## src/rtl/pkt_seq_pkg.sv

```systemverilog
package pkt_seq_pkg;
  localparam int CNT_LSB      = 12;  // packet count starts here; size occupies the bits below
  localparam int START_RD_BIT = 0;
  localparam int START_WR_BIT = 4;

  typedef enum logic [2:0] {
    ST_IDLE,
    ST_RD_FILL,
    ST_RD_DRAIN,
    ST_WR_FILL,
    ST_WR_LOAD,
    ST_WR_SEND
  } seq_state_t;
endpackage

```

## src/rtl/pkt_cfg.sv

```systemverilog
module pkt_cfg
  import pkt_seq_pkg::*;
#(
  parameter int MAX_PKT_BYTES = 64,
  parameter int CNT_W         = 12,
  localparam int SZ_W         = CNT_LSB
) (
  input  logic                clk,
  input  logic                rst,
  input  logic                we,
  input  logic                idle,
  input  logic [SZ_W-1:0]     size_in,
  input  logic [CNT_W-1:0]    cnt_in,
  output logic [SZ_W-1:0]     pkt_size,
  output logic [CNT_W-1:0]    pkt_cnt,
  output logic [SZ_W-1:0]     pkt_words,
  output logic                cfg_ok
);
  logic [SZ_W:0] words_ext;

  always_ff @(posedge clk) begin
    if (rst) begin
      pkt_size <= '0;
      pkt_cnt  <= '0;
    end else if (we && idle) begin
      pkt_size <= size_in;
      pkt_cnt  <= cnt_in;
    end
  end

  // word accesses per packet, rounded up
  assign words_ext = ({1'b0, pkt_size} + (SZ_W+1)'(3)) >> 2;
  assign pkt_words = words_ext[SZ_W-1:0];
  assign cfg_ok    = (pkt_size != '0) && (pkt_size <= SZ_W'(MAX_PKT_BYTES)) && (pkt_cnt != '0);
endmodule

```

## src/rtl/pkt_buf.sv

```systemverilog
module pkt_buf #(
  parameter int WORDS = 16,
  localparam int AW   = (WORDS > 1) ? $clog2(WORDS) : 1
) (
  input  logic          clk,
  input  logic          we,
  input  logic [AW-1:0] waddr,
  input  logic [31:0]   wdata,
  input  logic          re,
  input  logic [AW-1:0] raddr,
  output logic [31:0]   rdata
);
  logic [31:0] mem [WORDS];

  always_ff @(posedge clk) begin
    if (we) mem[waddr] <= wdata;
  end

  always_ff @(posedge clk) begin
    if (re) rdata <= mem[raddr];
  end
endmodule

```

## src/rtl/pkt_ctrl.sv

```systemverilog
module pkt_ctrl
  import pkt_seq_pkg::*;
#(
  parameter int CNT_W    = 12,
  parameter int AW       = 4,
  localparam int SZ_W    = CNT_LSB
) (
  input  logic             clk,
  input  logic             rst,
  input  logic             start_rd,
  input  logic             start_wr,
  input  logic [SZ_W-1:0]  pkt_size,
  input  logic [CNT_W-1:0] pkt_cnt,
  input  logic [SZ_W-1:0]  pkt_words,
  input  logic             cfg_ok,
  input  logic             dp_rd,
  input  logic             dp_wr,
  input  logic [31:0]      dp_wdata,
  input  logic             fl_in_valid,
  input  logic [7:0]       fl_in_data,
  input  logic             fl_out_ready,
  input  logic [31:0]      buf_rdata,
  output seq_state_t       state,
  output logic             rd_ready,
  output logic             wr_ready,
  output logic             xfer_done,
  output logic             fl_in_ready,
  output logic             fl_out_valid,
  output logic [7:0]       fl_out_data,
  output logic             rd_zero,
  output logic             buf_we,
  output logic [AW-1:0]    buf_waddr,
  output logic [31:0]      buf_wdata,
  output logic             buf_re,
  output logic [AW-1:0]    buf_raddr
);
  seq_state_t       st;
  logic [SZ_W-1:0]  bcnt;
  logic [AW-1:0]    wptr;
  logic [CNT_W-1:0] pidx;
  logic [31:0]      asm_q, merged;
  logic             in_fire, last_byte, last_word, last_pkt, lane_end;

  assign state        = st;
  assign fl_in_ready  = (st == ST_RD_FILL);
  assign rd_ready     = (st == ST_RD_DRAIN);
  assign wr_ready     = (st == ST_WR_FILL);
  assign fl_out_valid = (st == ST_WR_SEND);
  assign fl_out_data  = buf_rdata[{bcnt[1:0], 3'b000} +: 8];

  assign in_fire   = fl_in_valid && fl_in_ready;
  assign last_byte = (bcnt == pkt_size - 1'b1);
  assign last_word = ({{(SZ_W-AW){1'b0}}, wptr} == pkt_words - 1'b1);
  assign last_pkt  = (pidx == pkt_cnt - 1'b1);
  assign lane_end  = (bcnt[1:0] == 2'd3);

  always_comb begin
    merged = asm_q;
    merged[{bcnt[1:0], 3'b000} +: 8] = fl_in_data;
  end

  // buffer ports: the fill side writes, the drain side reads
  always_comb begin
    if (st == ST_RD_FILL) begin
      buf_we    = in_fire && (lane_end || last_byte);
      buf_waddr = bcnt[AW+1:2];
      buf_wdata = merged;
    end else begin
      buf_we    = (st == ST_WR_FILL) && dp_wr;
      buf_waddr = wptr;
      buf_wdata = dp_wdata;
    end
    buf_re    = ((st == ST_RD_DRAIN) && dp_rd) || (st == ST_WR_LOAD);
    buf_raddr = (st == ST_RD_DRAIN) ? wptr : bcnt[AW+1:2];
  end

  always_ff @(posedge clk) begin
    if (rst) begin
      st        <= ST_IDLE;
      bcnt      <= '0;
      wptr      <= '0;
      pidx      <= '0;
      asm_q     <= '0;
      xfer_done <= 1'b0;
      rd_zero   <= 1'b1;
    end else begin
      if (dp_rd) rd_zero <= (st != ST_RD_DRAIN);
      case (st)
        ST_IDLE: begin
          if (cfg_ok && (start_rd || start_wr)) begin
            st        <= start_rd ? ST_RD_FILL : ST_WR_FILL;
            bcnt      <= '0;
            pidx      <= '0;
            asm_q     <= '0;
            xfer_done <= 1'b0;
          end
        end
        ST_RD_FILL: begin
          if (in_fire) begin
            asm_q <= (lane_end || last_byte) ? '0 : merged;
            if (last_byte) begin
              bcnt <= '0;
              st   <= ST_RD_DRAIN;
            end else begin
              bcnt <= bcnt + 1'b1;
            end
          end
        end
        ST_RD_DRAIN: begin
          if (dp_rd) begin
            if (last_word) begin
              wptr <= '0;
              if (last_pkt) begin
                st        <= ST_IDLE;
                xfer_done <= 1'b1;
              end else begin
                pidx <= pidx + 1'b1;
                st   <= ST_RD_FILL;
              end
            end else begin
              wptr <= wptr + 1'b1;
            end
          end
        end
        ST_WR_FILL: begin
          if (dp_wr) begin
            if (last_word) begin
              wptr <= '0;
              st   <= ST_WR_LOAD;
            end else begin
              wptr <= wptr + 1'b1;
            end
          end
        end
        ST_WR_LOAD: st <= ST_WR_SEND;
        ST_WR_SEND: begin
          if (fl_out_ready) begin
            if (last_byte) begin
              bcnt <= '0;
              if (last_pkt) begin
                st        <= ST_IDLE;
                xfer_done <= 1'b1;
              end else begin
                pidx <= pidx + 1'b1;
                st   <= ST_WR_FILL;
              end
            end else begin
              bcnt <= bcnt + 1'b1;
              if (lane_end) st <= ST_WR_LOAD;
            end
          end
        end
        default: st <= ST_IDLE;
      endcase
    end
  end
endmodule

```

## src/rtl/pkt_port_seq.sv

```systemverilog
module pkt_port_seq
  import pkt_seq_pkg::*;
#(
  parameter int MAX_PKT_BYTES = 64,
  parameter int CNT_W         = 12
) (
  input  logic        clk,
  input  logic        rst,
  input  logic        cfg_we,
  input  logic [31:0] cfg_wdata,
  input  logic        start_we,
  input  logic [31:0] start_wdata,
  input  logic        dp_rd,
  output logic [31:0] dp_rdata,
  input  logic        dp_wr,
  input  logic [31:0] dp_wdata,
  output logic        rd_ready,
  output logic        wr_ready,
  output logic        xfer_done,
  input  logic        fl_in_valid,
  input  logic [7:0]  fl_in_data,
  output logic        fl_in_ready,
  output logic        fl_out_valid,
  output logic [7:0]  fl_out_data,
  input  logic        fl_out_ready
);
  localparam int SZ_W      = CNT_LSB;
  localparam int BUF_WORDS = MAX_PKT_BYTES / 4;
  localparam int AW        = (BUF_WORDS > 1) ? $clog2(BUF_WORDS) : 1;

  logic [SZ_W-1:0]  pkt_size, pkt_words;
  logic [CNT_W-1:0] pkt_cnt;
  logic             cfg_ok, seq_idle, rd_zero;
  logic             start_rd, start_wr;
  logic             buf_we, buf_re;
  logic [AW-1:0]    buf_waddr, buf_raddr;
  logic [31:0]      buf_wdata, buf_rdata;
  seq_state_t       state;
  logic             unused_bits;

  assign unused_bits = ^{cfg_wdata, start_wdata};
  assign seq_idle    = (state == ST_IDLE);
  assign start_rd    = start_we &&  start_wdata[START_RD_BIT] && !start_wdata[START_WR_BIT];
  assign start_wr    = start_we && !start_wdata[START_RD_BIT] &&  start_wdata[START_WR_BIT];
  assign dp_rdata    = rd_zero ? 32'h0 : buf_rdata;

  pkt_cfg #(.MAX_PKT_BYTES(MAX_PKT_BYTES), .CNT_W(CNT_W)) u_cfg (
    .clk(clk), .rst(rst), .we(cfg_we), .idle(seq_idle),
    .size_in(cfg_wdata[SZ_W-1:0]), .cnt_in(cfg_wdata[CNT_LSB +: CNT_W]),
    .pkt_size(pkt_size), .pkt_cnt(pkt_cnt), .pkt_words(pkt_words), .cfg_ok(cfg_ok)
  );

  pkt_buf #(.WORDS(BUF_WORDS)) u_buf (
    .clk(clk), .we(buf_we), .waddr(buf_waddr), .wdata(buf_wdata),
    .re(buf_re), .raddr(buf_raddr), .rdata(buf_rdata)
  );

  pkt_ctrl #(.CNT_W(CNT_W), .AW(AW)) u_ctrl (
    .clk(clk), .rst(rst), .start_rd(start_rd), .start_wr(start_wr),
    .pkt_size(pkt_size), .pkt_cnt(pkt_cnt), .pkt_words(pkt_words), .cfg_ok(cfg_ok),
    .dp_rd(dp_rd), .dp_wr(dp_wr), .dp_wdata(dp_wdata),
    .fl_in_valid(fl_in_valid), .fl_in_data(fl_in_data), .fl_out_ready(fl_out_ready),
    .buf_rdata(buf_rdata), .state(state),
    .rd_ready(rd_ready), .wr_ready(wr_ready), .xfer_done(xfer_done),
    .fl_in_ready(fl_in_ready), .fl_out_valid(fl_out_valid), .fl_out_data(fl_out_data),
    .rd_zero(rd_zero), .buf_we(buf_we), .buf_waddr(buf_waddr), .buf_wdata(buf_wdata),
    .buf_re(buf_re), .buf_raddr(buf_raddr)
  );
endmodule

```

## config.mk

```make
export PLATFORM = sky130hd
export DESIGN_NAME = pkt_port_seq
export DESIGN_NICKNAME = d
export VERILOG_FILES = /design/src/rtl/pkt_seq_pkg.sv /design/src/rtl/pkt_cfg.sv /design/src/rtl/pkt_buf.sv /design/src/rtl/pkt_ctrl.sv /design/src/rtl/pkt_port_seq.sv
export SDC_FILE = /design/constraint.sdc
export NUM_CORES = 1
export LEC_CHECK = 0
export BUFFER_PORTS_ARGS = -buffer_cell sky130_fd_sc_hd__buf_4
export CAP_MARGIN = 5
export CORE_MARGIN = 5
export CORE_UTILIZATION = 31
export DETAILED_ROUTE_END_ITERATION = 16
export HOLD_SLACK_MARGIN = 0.1
export SYNTH_ARGS = -nofsm -noshare
export SYNTH_HDL_FRONTEND = slang
export SYNTH_SLANG_ARGS = --single-unit
```

## constraint.sdc

```tcl
create_clock -name clk -period 4.4 [get_ports clk]
set_input_delay 0.88 -clock clk [delete_from_list [all_inputs] [get_ports clk]]
set_output_delay 0.88 -clock clk [all_outputs]
set_load 0.02 [all_outputs]
```

## Word-level counts from Yosys, hierarchy flattened

Memory sizes are Yosys's and may differ from the RTL's. A register that Yosys moved wholly into a read port is not among the register bits.
Cells that the tools add are included.

| cells by class | value |
|---|---|
| reductions and logical operators | 29 |
| $lt $le $gt $ge | 1 |
| mux-type cells | 48 |
| equality and inequality tests | 20 |
| shifts and indexed selects | 3 |
| $add $sub $neg | 8 |

Operators by type and width:

| cell | number |
|---|---|
| $mux W32 | 5 |
| $mux W12 | 9 |
| $pmux W12 S3 | 2 |
| $pmux W32 S2 | 1 |
| $bwmux W32 | 1 |
| $shift A8 B7 Y32 const A | 1 |
| $shiftx A32 B6 Y8 | 1 |
| $shiftx A8 B7 Y32 | 1 |
| $mux W3 | 10 |
| $add A12 B1 Y12 const B | 2 |
| $eq A12 B12 Y1 | 2 |
| $reduce_bool A12 Y1 | 2 |
| $sub A12 B1 Y12 const B | 2 |
| $mux W4 | 5 |
| $pmux W3 S6 | 1 |
| $add A12 B2 Y13 const B | 1 |
| $eq A4 B12 Y1 | 1 |
| $le A12 B7 Y1 const B | 1 |
| $logic_and A1 B1 Y1 | 12 |
| $sub A11 B1 Y12 const B | 1 |
| $mux W1 | 10 |
| $ne A2 B1 Y1 const B | 5 |
| $reduce_and A9 Y1 | 1 |
| $ne A2 B2 Y1 const B | 4 |
| other kinds (19) | 28 |

| word-level totals | value |
|---|---|
| memory bits (writable) | 512 |
| memories kept | 1 |
| register bits after elaboration | 89 |
| word-level logic and storage cells | 119 |

Memory list:

| memory | words | width | read ports | clocked after memory_dff | write ports | RTL line | RTL |
|---|---|---|---|---|---|---|---|
| u_buf.mem | 16 | 32 | 1 | 1 | 1 | pkt_buf.sv:13 | `logic [31:0] mem [WORDS];` |

## Logic depth before layout (Yosys ltp)

| logic depth | value |
|---|---|
| word-level depth | 7 |
| mapped depth | 16 |
| gate-level depth less buffers | 13 |

## Hierarchy

Synthesis repeated with hierarchy kept, for this count alone.

| second synthesis, totals | value |
|---|---|
| cell total of the unflattened synthesis | 1,694 |
| area total of the unflattened synthesis | 26,686.8 sq um |

Modules (own cells, without submodules):

| module | area each (sq um) | sequential area each (sq um) | cells an instance | times used |
|---|---|---|---|---|
| pkt_buf | 20,155.6 | 16,335.7 | 838 | 1 |
| pkt_ctrl | 5,170.0 | 1,301.2 | 674 | 1 |
| pkt_cfg | 1,116.1 | 480.5 | 144 | 1 |
| pkt_port_seq | 245.2 | 0.0 | 38 | 1 |

## Worst setup path after synthesis

Ideal clock, no wire load.

| path | value |
|---|---|
| path type | register to register |
| start point | register u_cfg.pkt_size[0] |
| end point | memory u_buf.mem[9][0] (enable) |
| setup slack | 0.063 ns |
| cell stages (with the launch flop) | 14 |
| clock period less this slack | 4.337 ns |
| arrival time | 3.916 ns |
| data required time | 3.979 ns |
| buffers on the path | 2 |
| cells stage by stage | dfxtp_1 clkbuf_1 inv_1 ha_1 buf_2 o21ba_2 a221o_1 a22oi_1 nand3_1 nor2_1 or2_2 a31o_2 o21ai_0 nor2_1 |

| between the ends | value |
|---|---|
| word-level cells in the longest chain between the ends | 7 |

Ends and longest elaborated chain:

| item | RTL line | RTL |
|---|---|---|
| from (decl) | pkt_cfg.sv:14 | `output logic [SZ_W-1:0] pkt_size,` |
| from (signal assigned) | pkt_cfg.sv:26 | `pkt_size <= size_in;` |
| $sub A12 B1 Y12 | pkt_ctrl.sv:52 | `assign last_byte = (bcnt == pkt_size - 1'b1);` |
| $eq A12 B12 Y1 | pkt_ctrl.sv:52 |  |
| $logic_or A1 B1 Y1 | pkt_ctrl.sv:65 | `buf_we = in_fire && (lane_end \|\| last_byte);` |
| $logic_and A1 B1 Y1 | pkt_ctrl.sv:65 |  |
| $mux W1 | pkt_ctrl.sv:64 | `if (st == ST_RD_FILL) begin` |
| $mux W1 | pkt_buf.sv:16 | `if (we) mem[waddr] <= wdata;` |
| $mux W1 (implied by the code) | pkt_buf.sv:16 |  |
| to (decl) | pkt_buf.sv:13 |  |

Every way passes these cells.

## Worst setup path after layout

| path | value |
|---|---|
| start point | register u_cfg.pkt_size[0] |
| end point | register u_ctrl.pidx[0] |

| between the ends | value |
|---|---|
| word-level cells in the longest chain between the ends | 6 |
| elaborated cells between the ends (all ways) | 14 |

Ends and longest elaborated chain:

| item | RTL line | RTL |
|---|---|---|
| branches (longest 5 deep; another with $add A12 B2 Y13) | -- |  |
| $reduce_and A6 Y1 (no line) * | -- |  |
| to (signal assigned) | pkt_ctrl.sv:117 | `pidx <= pidx + 1'b1;` |
| to (signal assigned) | pkt_ctrl.sv:144 | `pidx <= pidx + 1'b1;` |
| to (decl) | pkt_ctrl.sv:40 | `logic [CNT_W-1:0] pidx;` |

Every way passes the cells marked *.
A chain may end at the register's enable or synchronous reset.

==> summary.md <==
| Metric | Value |
|---|---|
| Status | completed |
| Area leader, netlist | edfxtp_1 |
| Critical path class | flip-flop to flip-flop |
| Final Setup Violations | 0 |
| Net Sw Power | 4.62 mW |
| Adder and majority cell fraction of the synthesized area | 0.559% |
| Post-Layout Cell Count | roughly 3100 |
| Switching Share | 28.9% |
| CTS buffer count | 61 |
| Clock Latency Late Sink | roughly 0.66 ns |
| Share of the synthesized area in the top cell type | 60.8% |
| Worst reg2reg path depth | 13 |
| Crit-path cells | inv_1 > ha_1 > xor2_1 > ha_1 > xnor2_1 > xnor2_1 > mux2_2 > o21ai_0 > nand4_1 > nor3_1 > a21oi_2 > or3_1 > a21oi_1 |
| Die Area | 0.0927 mm² |
| Register area | around 0.018 mm² |
| Post-synthesis simple-gate area fraction | 9.09% |
| WP data arrival | 4.34 ns |
| Share of synthesized registers carrying an async set or reset | 0% |
| Slowest-stage cell, CP | nor3_1 |
| Layout fillers | ~8000 |
| Multi-input logic area | ~0.0084 mm² |
| Clock sink count | about 630 |
| Vias | 16519 |
| Clk root buf | clkbuf_16 |
| Syn Nets | 1870 |
| Area growth, synth to finish | 18.6% |
| Synthesized flop and latch total | 633 |
| Vias in the first global route | 16333 |
| Num ports | between 150 and 200 |
| Seq/Total Area, Yosys | about two thirds |
| Drt first pass iters | 5 |
| Overall Global Routing Usage | around 16% |
| Syn avg cell area | 15.4 µm² |
| Placement Setup Slack | 0.600 ns |
| Pint | 11.4 mW |
| Worst relative slew slack | 20.8% |
| Slew @ Worst Pin | 1.18 ns |
| Post-synth cell types | 81 |
| Drt drc | 0 |
| Final ANT Viol Nets | 0 |
| Crit path launch type | flip-flop |
| Setup crit end kind | flip-flop |
| Final period utilization | 86.6% |
| Number of I/O port buffers | about 120 |
| Post-synth EDFFs | 544 |
| Worst-path maximum fanout | 12 |
| Slew Limit Fails | 0 |
| Initial antenna violation count | 2 |
| GR Overflow Total | 0 |
| Reg-to-Reg End | u_ctrl.pidx[0] |
| GPL Wtd Cong | 0.846 |
| Clock skew | 0.0597 ns |
| Minimum clock period | 3.81 ns |
| Fin nets | roughly 2000 |
| Min-Delay Endpoint | u_ctrl.asm_q[12] |
| XOR/XNOR Fraction of Synth Area | 1.66% |
| Hold Buf Count CTS | 0 |
| # rows | approximately 110 |
| Setup_tns | 0 ns |
| Pin count of the biggest net entering global routing | 65 |
| Dpl hpwl | 47100 µm |
| Layout Utilization | 36.9% |
| Worst EP required | 4.93 ns |
| DP Cell Count | ~3000 |
| Placed Instance Area | 0.0297 mm² |
| Commonest cells post-synth | 544 x edfxtp_1, 148 x nand2_1, 136 x mux4_2 |
| Min-Delay Path Depth | 1 |
| Post-CTS Setup Repair Bufs | 0 |
| Final WL | 74900 µm |
| H-Tree Depth | 2 |
| Vias per cell | 5.32 |
| Main area contributors after synthesis | edfxtp_1 61%, mux4_2 11%, dfxtp_1 6.6%, nand2_1 2.1%, nor2_1 1.7% |
| Post-DR wirelength/cell | 24.1 µm |
| Starting Density | 31.1% |
| Seq pwr share | between 40% and 50% |
| PwrDens | 502 mW/mm² |
| Comb pwr share | 19.2% |
| Max_cap viols | 0 |
| Ys Warns | 0 |
| Worst Hold Class | flip-flop to flip-flop |
| CTS resizes | 0 |
| Die Height | 304 µm |
| CORE AREA | 0.0863 mm² |
| Layout cells sized above 1 | 24.2% |
| Main synth FF type | edfxtp_1 |
| Cells after synthesis | 1746 |
| First DRT Iteration DRCs | 1629 |
| Critical register-to-register path startpoint | u_cfg.pkt_size[0] |
| Complex-gate fraction of the synthesized area | 7.61% |
| Die X | approximately 300 µm |
| Lkg Pwr | 10.5 nW |
| Clk pwr share | 34.0% |
| Clock transition at path regs | 0.07 ns |
| Worst VDD drop | between 0.3 and 0.4 mV |
| First-pass GRT wire length | 110000 µm |
| Clk buf depth | 3 |
| Post-synthesis mux area share | 11.7% |
| Synthesized area | 0.0269 mm² |
| R2R Setup Slk | 0.59 ns |
| CTS tree | yes |
| Fin area | 0.0319 mm² |
| Final WS setup | 0.592 ns |
| CP peak stage delay | 0.61 ns |
| Min-delay src | u_ctrl.asm_q[12] |
| Largest family of logic cells by synthesized area | multiplexers |
| Count leader, synth | edfxtp_1 |
| Peak Freq | ~0.26 GHz |
| Final number of hold-violating endpoints | 0 |
| RSZ-0062 raised after global routing | no |
-- state kept, by name (all words and copies together), names as in the netlist, 3 cells and up --
signal,cells
u_ctrl.bcnt,12
u_ctrl.pidx,12
u_cfg.pkt_cnt,12
u_buf.rdata,32
u_ctrl.state,3
u_ctrl.asm_q,32
u_ctrl.wptr,4
u_cfg.pkt_size,12
u_buf.mem,512
-- how the worst max path moves through the flow --
stage	startpoint	end	slack [ns]	cells after the start
global route	u_cfg.pkt_size[1]	u_buf.mem[10][1]	0.32	13
CTS	u_cfg.pkt_size[0]	u_ctrl.pidx[0]	0.59	13
finish	u_cfg.pkt_size[0]	u_ctrl.pidx[0]	0.59	13
global placement	u_cfg.pkt_size[0]	u_buf.mem[4][20]	0.64	13
detailed placement	u_cfg.pkt_size[0]	u_ctrl.pidx[0]	0.60	13
floorplan	u_cfg.pkt_size[0]	u_buf.mem[9][0]	0.06	13
-- worst max-delay path: cells and delay by family (launching register included) --
family,cells,cell delay [ns]
AOI/OAI and AO/OA,3,0.62
xor gates and xnor gates,3,0.58
adders and majority gates,2,0.66
buffers and inverters,1,0.08
DFF,1,0.31
muxes,1,0.35
and+or+nand+nor,3,1.12
-- power groups by stage --
| stage | Clock (mW) | Sequential [mW] | Combinational, mW |
|---|---|---|---|
| after global routing | 5.79 | 7.50 | 3.35 |
| final | 5.44 | 7.48 | 3.06 |
| after CTS | 5.53 | 7.47 | 3.07 |
| after global placement | 0 | 7.60 | 2.96 |
| after detailed placement | 0 | 7.60 | 3.07 |
| after floorplan | 0 | 7.43 | 2.01 |
-- per-layer routing --
| metal | wire [µm] | vias up | global-route usage [%] | share of wire, % |
|---|---|---|---|---|
| li1 | - | 7179 | - | - |
| met1 | 32100 | 8563 | 21.9 | 43 |
| met2 | 35200 | 681 | 25.2 | 47 |
| met3 | 6320 | 96 | 3.83 | 8.4 |
| met4 | 1320 | 0 | 2.95 | 1.8 |
| met5 | 0 | - | 0 | 0 |
-- cell families after synthesis --
| kind of cell | count (synthesis) |
|---|---|
| flops | 633 |
| xor+xnor | 51 |
| compound gates | 284 |
| fa+ha+maj | 12 |
| buf+inv | 131 |
| simple gates | 492 |
| mux | 143 |
-- placed cells by master, fill, tap and decap left out, drive strengths merged, types with 38 or more instances in the layout --
cell	instances
nor2b	52
mux4	136
edfxtp	544
clkbuf	69
a31oi	50
a211oi	38
a21oi	48
nor2	121
nand2	148
dfxtp	89
buf	192
-- cell type report --
class / instances / area share (%)
flip-flops and latches: 633 / 56.9
multi-input cells: 982 / 26.4
repair buffers: 192 / 5.31
clock buffers: 69 / 4.89
well taps: 1155 / 4.54
clock inverters: 45 / 1.69
inverters: 26 / 0.306
diodes: 3 / 0.0236
-- per-stage QoR --
stage / total power, mW / hold slack [ns]
after floorplan: 9.44 / 0.442
after global placement: 10.6 / 0.458
after detailed placement: 10.7 / 0.455
after CTS: 16.1 / 0.477
after global routing: 16.6 / 0.490
final: 16.0 / 0.481
Note: power is estimated with default switching activity, not from simulation.
